--- src/rtl/lrw_pkg.sv ---
package lrw_pkg;

  localparam int WIN_WORDS = 17;

  typedef logic [4:0] ofs_t;

  localparam ofs_t OFS_HDR0   = 5'd0;
  localparam ofs_t OFS_HDR1   = 5'd1;
  localparam ofs_t OFS_STAT   = 5'd7;
  localparam ofs_t OFS_MODE   = 5'd8;
  localparam ofs_t OFS_DHI    = 5'd9;
  localparam ofs_t OFS_DLO    = 5'd10;
  localparam ofs_t OFS_PROG   = 5'd11;
  localparam ofs_t OFS_UNC_ST = 5'd13;
  localparam ofs_t OFS_UNC_MK = 5'd14;
  localparam ofs_t OFS_COR_ST = 5'd15;
  localparam ofs_t OFS_COR_MK = 5'd16;

  localparam logic [31:0] HDR0_VAL = 32'h0001_000B;
  localparam logic [31:0] HDR1_VAL = 32'h0440_1172;

  localparam int SB_CORE_RDY = 25;
  localparam int SB_CLK_USE  = 24;
  localparam int SB_CFG_DONE = 23;
  localparam int SB_USER     = 21;
  localparam int SB_ENABLE   = 20;
  localparam int SB_CFG_ERR  = 19;
  localparam int SB_CFG_RDY  = 18;

  localparam int CPW_LSB       = 8;
  localparam int UNC_CFGERR_BIT = 5;

  // expand four byte enables into a 32-bit lane mask
  function automatic logic [31:0] lanes(input logic [3:0] be);
    logic [31:0] m;
    for (int i = 0; i < 4; i++) m[i*8 +: 8] = {8{be[i]}};
    return m;
  endfunction

endpackage

--- src/rtl/lrw_burst_gen.sv ---
module lrw_burst_gen #(
  parameter int LEN_W = 8
) (
  input  logic             clk,
  input  logic             rst,
  input  logic             start_i,
  input  logic [LEN_W-1:0] len_i,
  output logic             busy_o,
  output logic             pulse_o
);

  logic [LEN_W-1:0] rem_q;
  logic             ph_q;

  always_ff @(posedge clk) begin
    if (rst) begin
      rem_q <= '0;
      ph_q  <= 1'b0;
    end else if (start_i && rem_q == '0) begin
      rem_q <= len_i;
      ph_q  <= 1'b0;
    end else if (rem_q != '0) begin
      if (!ph_q) begin
        ph_q <= 1'b1;
      end else begin
        ph_q  <= 1'b0;
        rem_q <= rem_q - 1'b1;
      end
    end
  end

  assign busy_o  = (rem_q != '0);
  assign pulse_o = ph_q;

  AST_PULSE_ONE_CYCLE: assert property (@(posedge clk) disable iff (rst)
    ph_q |=> !ph_q);
  AST_BURST_ENDS_ON_PULSE: assert property (@(posedge clk) disable iff (rst)
    $fell(busy_o) |-> $past(ph_q));

endmodule

--- src/rtl/lrw_err_bank.sv ---
module lrw_err_bank #(
  parameter int           W        = 12,
  parameter logic [W-1:0] IMPL     = '1,
  parameter logic [W-1:0] RST_MASK = '0
) (
  input  logic         clk,
  input  logic         rst,
  input  logic [W-1:0] set_i,
  input  logic [W-1:0] clr_i,
  input  logic [W-1:0] mask_we_i,
  input  logic [W-1:0] mask_wd_i,
  output logic [W-1:0] stat_o,
  output logic [W-1:0] mask_o,
  output logic         err_o
);

  logic [W-1:0] stat_q;
  logic [W-1:0] mask_q;
  logic [W-1:0] set_eff;

  assign set_eff = set_i & IMPL;

  always_ff @(posedge clk) begin
    if (rst) begin
      stat_q <= '0;
      mask_q <= RST_MASK & IMPL;
    end else begin
      stat_q <= ((stat_q & ~clr_i) | set_eff) & IMPL;
      mask_q <= ((mask_q & ~mask_we_i) | (mask_wd_i & mask_we_i)) & IMPL;
    end
  end

  assign stat_o = stat_q;
  assign mask_o = mask_q;
  assign err_o  = |(stat_q & ~mask_q);

  AST_SET_LANDS: assert property (@(posedge clk) disable iff (rst)
    1'b1 |=> (($past(set_eff) & stat_q) == $past(set_eff)));
  AST_NO_SILENT_CLEAR: assert property (@(posedge clk) disable iff (rst)
    1'b1 |=> ((stat_q & $past(stat_q & ~clr_i)) == $past(stat_q & ~clr_i)));

endmodule

--- src/rtl/lnkcfg_regwin.sv ---
module lnkcfg_regwin
  import lrw_pkg::*;
#(
  parameter int                ADDR_W = 12,
  parameter logic [ADDR_W-1:0] BASE   = 12'h200,
  parameter int                CPW_W  = 8,
  parameter int                UNC_W  = 12,
  parameter int                COR_W  = 7
) (
  input  logic               clk,
  input  logic               rst,
  input  logic               req_valid,
  input  logic               req_write,
  input  logic [ADDR_W-3:0]  req_waddr,
  input  logic [3:0]         req_be,
  input  logic [31:0]        req_wdata,
  output logic               rsp_valid,
  output logic [31:0]        rsp_rdata,
  input  logic               st_core_ready,
  input  logic               st_clk_in_use,
  input  logic               st_cfg_done,
  input  logic               st_user_mode,
  input  logic               st_enable,
  input  logic               st_cfg_error,
  input  logic               st_cfg_ready,
  input  logic [UNC_W-1:0]   unc_evt,
  input  logic [COR_W-1:0]   cor_evt,
  output logic               ctl_mode,
  output logic               ctl_clk_sel,
  output logic               ctl_full_cfg,
  output logic               ctl_xfer_start,
  output logic               ctl_cfg_req,
  output logic [63:0]        cfg_data,
  output logic               cfg_clk,
  output logic               unc_err,
  output logic               cor_err
);

  localparam int WA = ADDR_W - 2;
  localparam logic [WA-1:0] BASE_W = WA'(BASE >> 2);
  localparam logic [UNC_W-1:0] UNC_RST_MASK = ~(UNC_W'(1) << UNC_CFGERR_BIT);
  localparam logic [COR_W-1:0] COR_IMPL = 7'b110_0011;

  // address decode
  logic [WA-1:0] rel;
  logic          in_win;
  ofs_t          ofs;
  logic          wr_hit;
  logic [31:0]   lane;

  assign rel    = req_waddr - BASE_W;
  assign in_win = (req_waddr >= BASE_W) && (rel < WA'(WIN_WORDS));
  assign ofs    = rel[4:0];
  assign wr_hit = req_valid && req_write && in_win;
  assign lane   = lanes(req_be);

  // control registers
  logic [CPW_W-1:0] cpw_q;
  logic             mode_q, csel_q, full_q;
  logic             xfer_q, creq_q;
  logic [31:0]      dhi_q;
  logic [63:0]      data_q;
  logic             burst_busy;
  logic             dat_go;

  assign dat_go = wr_hit && (ofs == OFS_DLO) && (&req_be) && !burst_busy;

  always_ff @(posedge clk) begin
    if (rst) begin
      cpw_q  <= '0;
      mode_q <= 1'b0;
      csel_q <= 1'b0;
      full_q <= 1'b0;
      xfer_q <= 1'b0;
      creq_q <= 1'b0;
      dhi_q  <= '0;
      data_q <= '0;
    end else begin
      if (wr_hit && ofs == OFS_MODE) begin
        if (req_be[0]) begin
          mode_q <= req_wdata[0] & (st_enable | mode_q);
          csel_q <= req_wdata[1];
          full_q <= req_wdata[2];
        end
        if (req_be[1]) cpw_q <= req_wdata[CPW_LSB +: CPW_W];
      end
      if (wr_hit && ofs == OFS_PROG && req_be[0]) begin
        creq_q <= req_wdata[0];
        xfer_q <= req_wdata[1];
      end
      if (wr_hit && ofs == OFS_DHI)
        dhi_q <= (dhi_q & ~lane) | (req_wdata & lane);
      if (dat_go)
        data_q <= {dhi_q, req_wdata};
    end
  end

  // clock burst per accepted data word
  lrw_burst_gen #(.LEN_W(CPW_W)) burst_i (
    .clk    (clk),
    .rst    (rst),
    .start_i(dat_go),
    .len_i  (cpw_q),
    .busy_o (burst_busy),
    .pulse_o(cfg_clk)
  );

  // error banks
  logic [UNC_W-1:0] unc_stat, unc_mask, unc_set;
  logic [COR_W-1:0] cor_stat, cor_mask;
  logic             wr_unc_st, wr_unc_mk, wr_cor_st, wr_cor_mk;

  assign wr_unc_st = wr_hit && (ofs == OFS_UNC_ST);
  assign wr_unc_mk = wr_hit && (ofs == OFS_UNC_MK);
  assign wr_cor_st = wr_hit && (ofs == OFS_COR_ST);
  assign wr_cor_mk = wr_hit && (ofs == OFS_COR_MK);
  assign unc_set   = unc_evt | (UNC_W'(st_cfg_error & mode_q) << UNC_CFGERR_BIT);

  lrw_err_bank #(.W(UNC_W), .IMPL('1), .RST_MASK(UNC_RST_MASK)) unc_bank_i (
    .clk      (clk),
    .rst      (rst),
    .set_i    (unc_set),
    .clr_i    (req_wdata[UNC_W-1:0] & lane[UNC_W-1:0] & {UNC_W{wr_unc_st}}),
    .mask_we_i(lane[UNC_W-1:0] & {UNC_W{wr_unc_mk}}),
    .mask_wd_i(req_wdata[UNC_W-1:0]),
    .stat_o   (unc_stat),
    .mask_o   (unc_mask),
    .err_o    (unc_err)
  );

  lrw_err_bank #(.W(COR_W), .IMPL(COR_IMPL), .RST_MASK('0)) cor_bank_i (
    .clk      (clk),
    .rst      (rst),
    .set_i    (cor_evt),
    .clr_i    (req_wdata[COR_W-1:0] & lane[COR_W-1:0] & {COR_W{wr_cor_st}}),
    .mask_we_i(lane[COR_W-1:0] & {COR_W{wr_cor_mk}}),
    .mask_wd_i(req_wdata[COR_W-1:0]),
    .stat_o   (cor_stat),
    .mask_o   (cor_mask),
    .err_o    (cor_err)
  );

  // read path
  logic [31:0] rd_word;

  always_comb begin
    rd_word = '0;
    if (in_win) begin
      case (ofs)
        OFS_HDR0: rd_word = HDR0_VAL;
        OFS_HDR1: rd_word = HDR1_VAL;
        OFS_STAT: begin
          rd_word[SB_CORE_RDY] = st_core_ready;
          rd_word[SB_CLK_USE]  = st_clk_in_use;
          rd_word[SB_CFG_DONE] = st_cfg_done;
          rd_word[SB_USER]     = st_user_mode;
          rd_word[SB_ENABLE]   = st_enable;
          rd_word[SB_CFG_ERR]  = st_cfg_error;
          rd_word[SB_CFG_RDY]  = st_cfg_ready;
        end
        OFS_MODE: begin
          rd_word[CPW_LSB +: CPW_W] = cpw_q;
          rd_word[2:0] = {full_q, csel_q, mode_q};
        end
        OFS_DHI:    rd_word = dhi_q;
        OFS_PROG:   rd_word[1:0] = {xfer_q, creq_q};
        OFS_UNC_ST: rd_word[UNC_W-1:0] = unc_stat;
        OFS_UNC_MK: rd_word[UNC_W-1:0] = unc_mask;
        OFS_COR_ST: rd_word[COR_W-1:0] = cor_stat;
        OFS_COR_MK: rd_word[COR_W-1:0] = cor_mask;
        default:    rd_word = '0;
      endcase
    end
  end

  always_ff @(posedge clk) begin
    if (rst) begin
      rsp_valid <= 1'b0;
      rsp_rdata <= '0;
    end else begin
      rsp_valid <= req_valid && !req_write;
      if (req_valid && !req_write) rsp_rdata <= rd_word;
    end
  end

  assign ctl_mode       = mode_q;
  assign ctl_clk_sel    = csel_q;
  assign ctl_full_cfg   = full_q;
  assign ctl_xfer_start = xfer_q;
  assign ctl_cfg_req    = creq_q;
  assign cfg_data       = data_q;

  AST_MODE_NEEDS_ENABLE: assert property (@(posedge clk) disable iff (rst)
    $rose(ctl_mode) |-> $past(st_enable));
  AST_BURST_FROM_FULL_WRITE: assert property (@(posedge clk) disable iff (rst)
    $rose(burst_busy) |-> $past(req_valid && req_write && req_be == 4'hF));
  AST_CFGERR_LATCHED: assert property (@(posedge clk) disable iff (rst)
    (st_cfg_error && ctl_mode) |=> unc_stat[UNC_CFGERR_BIT]);

endmodule

--- config.mk ---
export PLATFORM = sky130hd
export DESIGN_NAME = lnkcfg_regwin
export DESIGN_NICKNAME = d
export VERILOG_FILES = /design/src/rtl/lrw_pkg.sv /design/src/rtl/lrw_burst_gen.sv /design/src/rtl/lrw_err_bank.sv /design/src/rtl/lnkcfg_regwin.sv
export SDC_FILE = /design/constraint.sdc
export NUM_CORES = 1
export LEC_CHECK = 0
export ABC_AREA = 1
export BUFFER_PORTS_ARGS = -buffer_cell sky130_fd_sc_hd__buf_2
export CORE_UTILIZATION = 58
export CTS_CLUSTER_DIAMETER = 100
export CTS_CLUSTER_SIZE = 30
export DETAILED_ROUTE_END_ITERATION = 12
export GPL_ROUTABILITY_DRIVEN = 0
export GPL_TIMING_DRIVEN = 0
export HOLD_SLACK_MARGIN = 0.15
export PLACE_DENSITY = 0.95
export SLEW_MARGIN = 5
export SYNTH_ARGS = -nofsm -noshare
export SYNTH_HDL_FRONTEND = slang
export SYNTH_SLANG_ARGS = --single-unit
--- constraint.sdc ---
create_clock -name clk -period 2.65 [get_ports clk]
set_input_delay 0.53 -clock clk [delete_from_list [all_inputs] [get_ports clk]]
set_output_delay 0.53 -clock clk [all_outputs]
set_load 0.03 [all_outputs]
== After elaboration in Yosys (flattened, before gate mapping) ==
Index checks and enable logic that the tools add are counted.
Word-level totals
  flip-flop bits (word level): 189
  word-level logic and storage cells: 110
  input port bits: 76
  output and inout bits: 105
Operators by class
  magnitude comparators: 2
  reductions and logical operators: 30
  equal/unequal tests: 10
  mux-type cells: 16
  add/sub/neg operators: 2
  bitwise operators: 32
Operator list (number)
  $and 12x12->12: 7
  $and 32x32->32: 2
  $and 7x7->7: 7
  $not 12->12: 3
  $eq 5x4->1 const B: 7
  $mux 32: 1
  $not 32->32: 1
  $or 32x32->32: 1
  $pmux 4 s7: 1
  $mux 8: 3
  $or 12x12->12: 2
  $not 7->7: 3
  $pmux 4 s5: 1
  $pmux 2 s9: 1
  $logic_and 1x1->1: 16
  $or 7x7->7: 2
  $or 12x6->12: 1
  $pmux 4 s3: 1
  $pmux 6 s2: 1
  $reduce_or 12->1: 1
  $ge 10x8->1 const B: 1
  $lt 10x5->1 const B: 1
  $sub 10x8->10 const B: 1
  $logic_not 8->1: 1
  21 further kinds: 26

== Depth between registers and ports, before layout ==
  depth after elaboration: 10
  depth in mapped cells: 13
  depth with buffers taken out: 12

== Cells and area by module ==
A second synthesis with hierarchy kept.
Second synthesis, totals
  cell total of the unflattened synthesis: 1291
  area, all modules: 8590.7 sq um
By module, submodules not included
  lnkcfg_regwin: times used 1, area an instance 6555.0 sq um, cells an instance 1013, sequential area each 2842.7 sq um
  lrw_err_bank at unc_bank_i: times used 1, area an instance 953.4 sq um, cells an instance 121, sequential area each 480.5 sq um
  lrw_burst_gen: times used 1, area an instance 683.2 sq um, cells an instance 100, sequential area each 180.2 sq um
  lrw_err_bank at cor_bank_i: times used 1, area an instance 399.1 sq um, cells an instance 57, sequential area each 160.2 sq um

== Worst setup path after synthesis ==
No wires, ideal clock.
  kind: input port to flip-flop
  from: input req_waddr[7]
  to: register with a tool-made name
  stages on the path: 11
  data required time: 2515 ps
  library setup time: 135 ps
  data arrival time: 1854 ps
  path buffers: 0
  setup slack: 661 ps
  cell sequence: inv_1 > ha_1 > nand2_1 > inv_1 > nand2_1 > nor2_2 > nand3_4 > nor2_4 > nand2_4 > nand2_1 > o211ai_2
RTL lines
  from (decl): line lnkcfg_regwin.sv:14  | input logic [ADDR_W-3:0] req_waddr,

== Final worst setup path ==
  from: input req_waddr[7]
  to: register data_q[63] (netlist: cfg_data[63])
Between the ends
  longest elaborated chain between the ends: 7
  elaborated cells between the ends (all ways): 8
  those cells by class: 1 x add/sub; 2 x order compare; 5 x reduce/logical
RTL lines
  $sub 10x8->10: line lnkcfg_regwin.sv:51  | assign rel = req_waddr - BASE_W;
  $lt 10x5->1: line lnkcfg_regwin.sv:52  | assign in_win = (req_waddr >= BASE_W) && (rel < WA'(WIN_WORDS));
  $logic_and 1x1->1 *: line lnkcfg_regwin.sv:52
  $logic_and 1x1->1 *: line lnkcfg_regwin.sv:54  | assign wr_hit = req_valid && req_write && in_win;
  $logic_and 1x1->1 * (3 in a row): line lnkcfg_regwin.sv:66  | assign dat_go = wr_hit && (ofs == OFS_DLO) && (&req_be) && !burst_busy;
  to (signal assigned): line lnkcfg_regwin.sv:94  | data_q <= {dhi_q, req_wdata};
  to (decl): line lnkcfg_regwin.sv:62  | logic [63:0] data_q;
Every way passes the cells marked *; elsewhere a longest branch is shown, timed or not.
A chain may end at the register's enable or synchronous reset.

==> impl_metrics.ini <==
[status]
outcome = completed

[cts]
postCtsHoldBufs = 0
htreeDepth = 4
clk_pin_slew_ns = 0.07
clk_path_buf_depth = 2
cts.sinks = 183
cts_tree = done
cts_resized = 0
cts_buffers = 17
cts-root-buf = clkbuf_16
post-cts-setup-buffers = 0
insertion_delay_ns = 0.44

[final_layout]
final_util_pct = 72.5
fin_nets = 1380
area_growth_pct = 21.3
final_area_um2 = 9680
drive_gt1_share_pct = 20.7
layoutNonFillerInstCount = 1492

[yosys]
syn-cell-area_um2 = 7980
syn-num-nets = 1187
synth_enable_flop_cells = 0
synth_warnings = 0
synth.avg_cell_area_um2 = 7.20
yosys.area.top_type = dfxtp_1
ys_ff_latch = 183
yosysUniqueCellTypes = 38
synthTopCellsByArea = dfxtp_1, nand2_1, nor2_1
yosysMostFrequentCell = nand2_1
synth_top_area_share_pct = 45.9
synth_ff_type = dfxtp_1
synth.top_cells.by_count = nand2_1, dfxtp_1, nor2_1
synthArstFlopShare_pct = 0
yosysSeqAreaShare_pct = 45.9
syn_inst = 1109

[run]
drv_cap = 0

[routing]
drt_iter0_markers = 1003
via_per_inst = 5.80
ant_nets = 0
wirelength_um = 25200
drt_pass1_iterations = 7
wl_per_cell_um = 16.9
vias = 8661
drc = 0

[worst_setup_path]
required_ns = 2.97
end_kind = flop
critical_path_peak_fanout = 10
startpoint = req_waddr[7]
startpoint_type = input pin
worstPathArrival_ns = 2.58
worstSetupPathType = in -> reg
rr_worst_depth = 8
reg2reg_from = burst_i.rem_q[0]

[floorplan]
dieArea_um2 = 14200
die_x_um = 119
io_pins = 181
core_um2 = 13300
initial_core_util_pct = 59.8
rows = 42
die_h_um = 119

[placement]
port-buffer-count = 174
placed_cells = 1459
place_area_um2 = 9070
hpwl_um = 18700

[power]
leakage_nw = 4.38
ir_worst_vdd_mv = 0.548
p_total_mw = 6.16
p_per_area_nw_per_um2 = 636

[sta]
fin_crit_sh_pct = 85.4
fin_skew_ns = 0.00668
worst_pin_slew_ns = 0.808
setup_violations = 0
fmax_ghz = 0.442
slew_viol_final = 0
finalHoldViolCount = 0
rsz0062_at_grt = false
setup_tns_ns = 0
slew_headroom_pct = 46.1
fin_crit_ns = 2.26

[grt]
grt_first_pass_wirelength_um = 39200
grt-ovfl-total = 0
grtUsageTotal_pct = 35.7
grt_pass1_vias = 7915
grt_antenna_before_repair = 0
grt_max_degree = 17

[min_path]
hp-start = unc_evt[3]
min_path_type = in -> reg
hold-path-cell-count = 3
-- layout by cell type, fill, tap and decap left out, types with 6 or more instances in the layout --
cell,instances
o21ai_1,9
inv_1,82
o211ai_1,6
buf_2,185
clkinvlp_4,6
nor2_1,180
nand2_1,218
nand3_1,48
o21ai_0,123
buf_4,12
clkbuf_16,17
clkinv_4,6
clkbuf_1,29
a31oi_1,8
dfxtp_1,183
nand4_1,12
nor2_2,9
a21oi_1,125
-- worst max-delay path, stage by stage --
cell      delay, ns
buf_2          0.10
inv_1          0.04
ha_1           0.26
nand2_1        0.05
inv_1          0.04
nand2_1        0.05
nor2_2         0.25
nand2_2        0.10
nor2_2         0.20
nand2_2        0.20
clkbuf_1       0.31
o21ai_0        0.38
nor2_1         0.07
-- cells by family (layout without fill, tap and decap cells) --
| group | Yosys count | in the layout | synth area share, % |
|---|---|---|---|
| AO/OA/AOI/OAI | 282 | 282 | 18.5 |
| adder cells (fa/ha/maj) | 2 | 2 | 0.313 |
| AND/OR/NAND/NOR | 492 | 492 | 27.0 |
| flip-flops | 183 | 183 | 45.9 |
| other | 0 | 1 | 0 |
| XOR/XNOR | 4 | 4 | 0.439 |
| buffers and inverters | 146 | 352 | 7.89 |
-- layer usage --
metal / part of all wire (%) / track usage [%] / wire length, um
met1: 38 / 42.1 / 9460
met4: 5.1 / 21.9 / 1280
met2: 47 / 58.6 / 11800
met5: 0 / 0 / 0
met3: 10 / 8.52 / 2650
-- layout make-up --
type / instances / area, um2
Buffer: 53 / 265
Sequential cell: 183 / 3660
Multi-Input combinational cell: 780 / 3690
Tap cell: 176 / 220
Clock buffer: 17 / 425
Antenna cell: 1 / 2.50
Clock inverter: 15 / 180
Fill cell: 1010 / 3670
Inverter: 93 / 364
Timing Repair Buffer: 174 / 871
-- path summary, 6_finish.rpt --
kind	end	slack, ns
setup / recovery	cfg_data[63]	0.39
setup reg to reg	cfg_data[63]	0.39
hold / removal	unc_bank_i.stat_o[3]	0.32
hold reg to reg	rsp_rdata[2]	0.46
-- report_power, final --
group / total (mW) / internal [mW] / switching, mW / leakage, nW
clock network: 2.60 / 1.48 / 1.12 / 0.277
logic: 0.709 / 0.235 / 0.474 / 2.62
registers: 2.85 / 2.80 / 0.0450 / 1.48
total: 6.16 / 4.52 / 1.64 / 4.38
-- stage by stage --
stage / hold WS [ns] / worst slack, ns
6_report: 0.318 / 0.388
5_1_grt: 0.326 / 0.218
4_1_cts: 0.319 / 0.464
3_5_place_dp: 0.452 / 0.0219
3_3_place_gp: 0.451 / 0.0737
2_1_floorplan: 0.448 / 0.661
No activity file was read; power rests on OpenSTA's default activity.
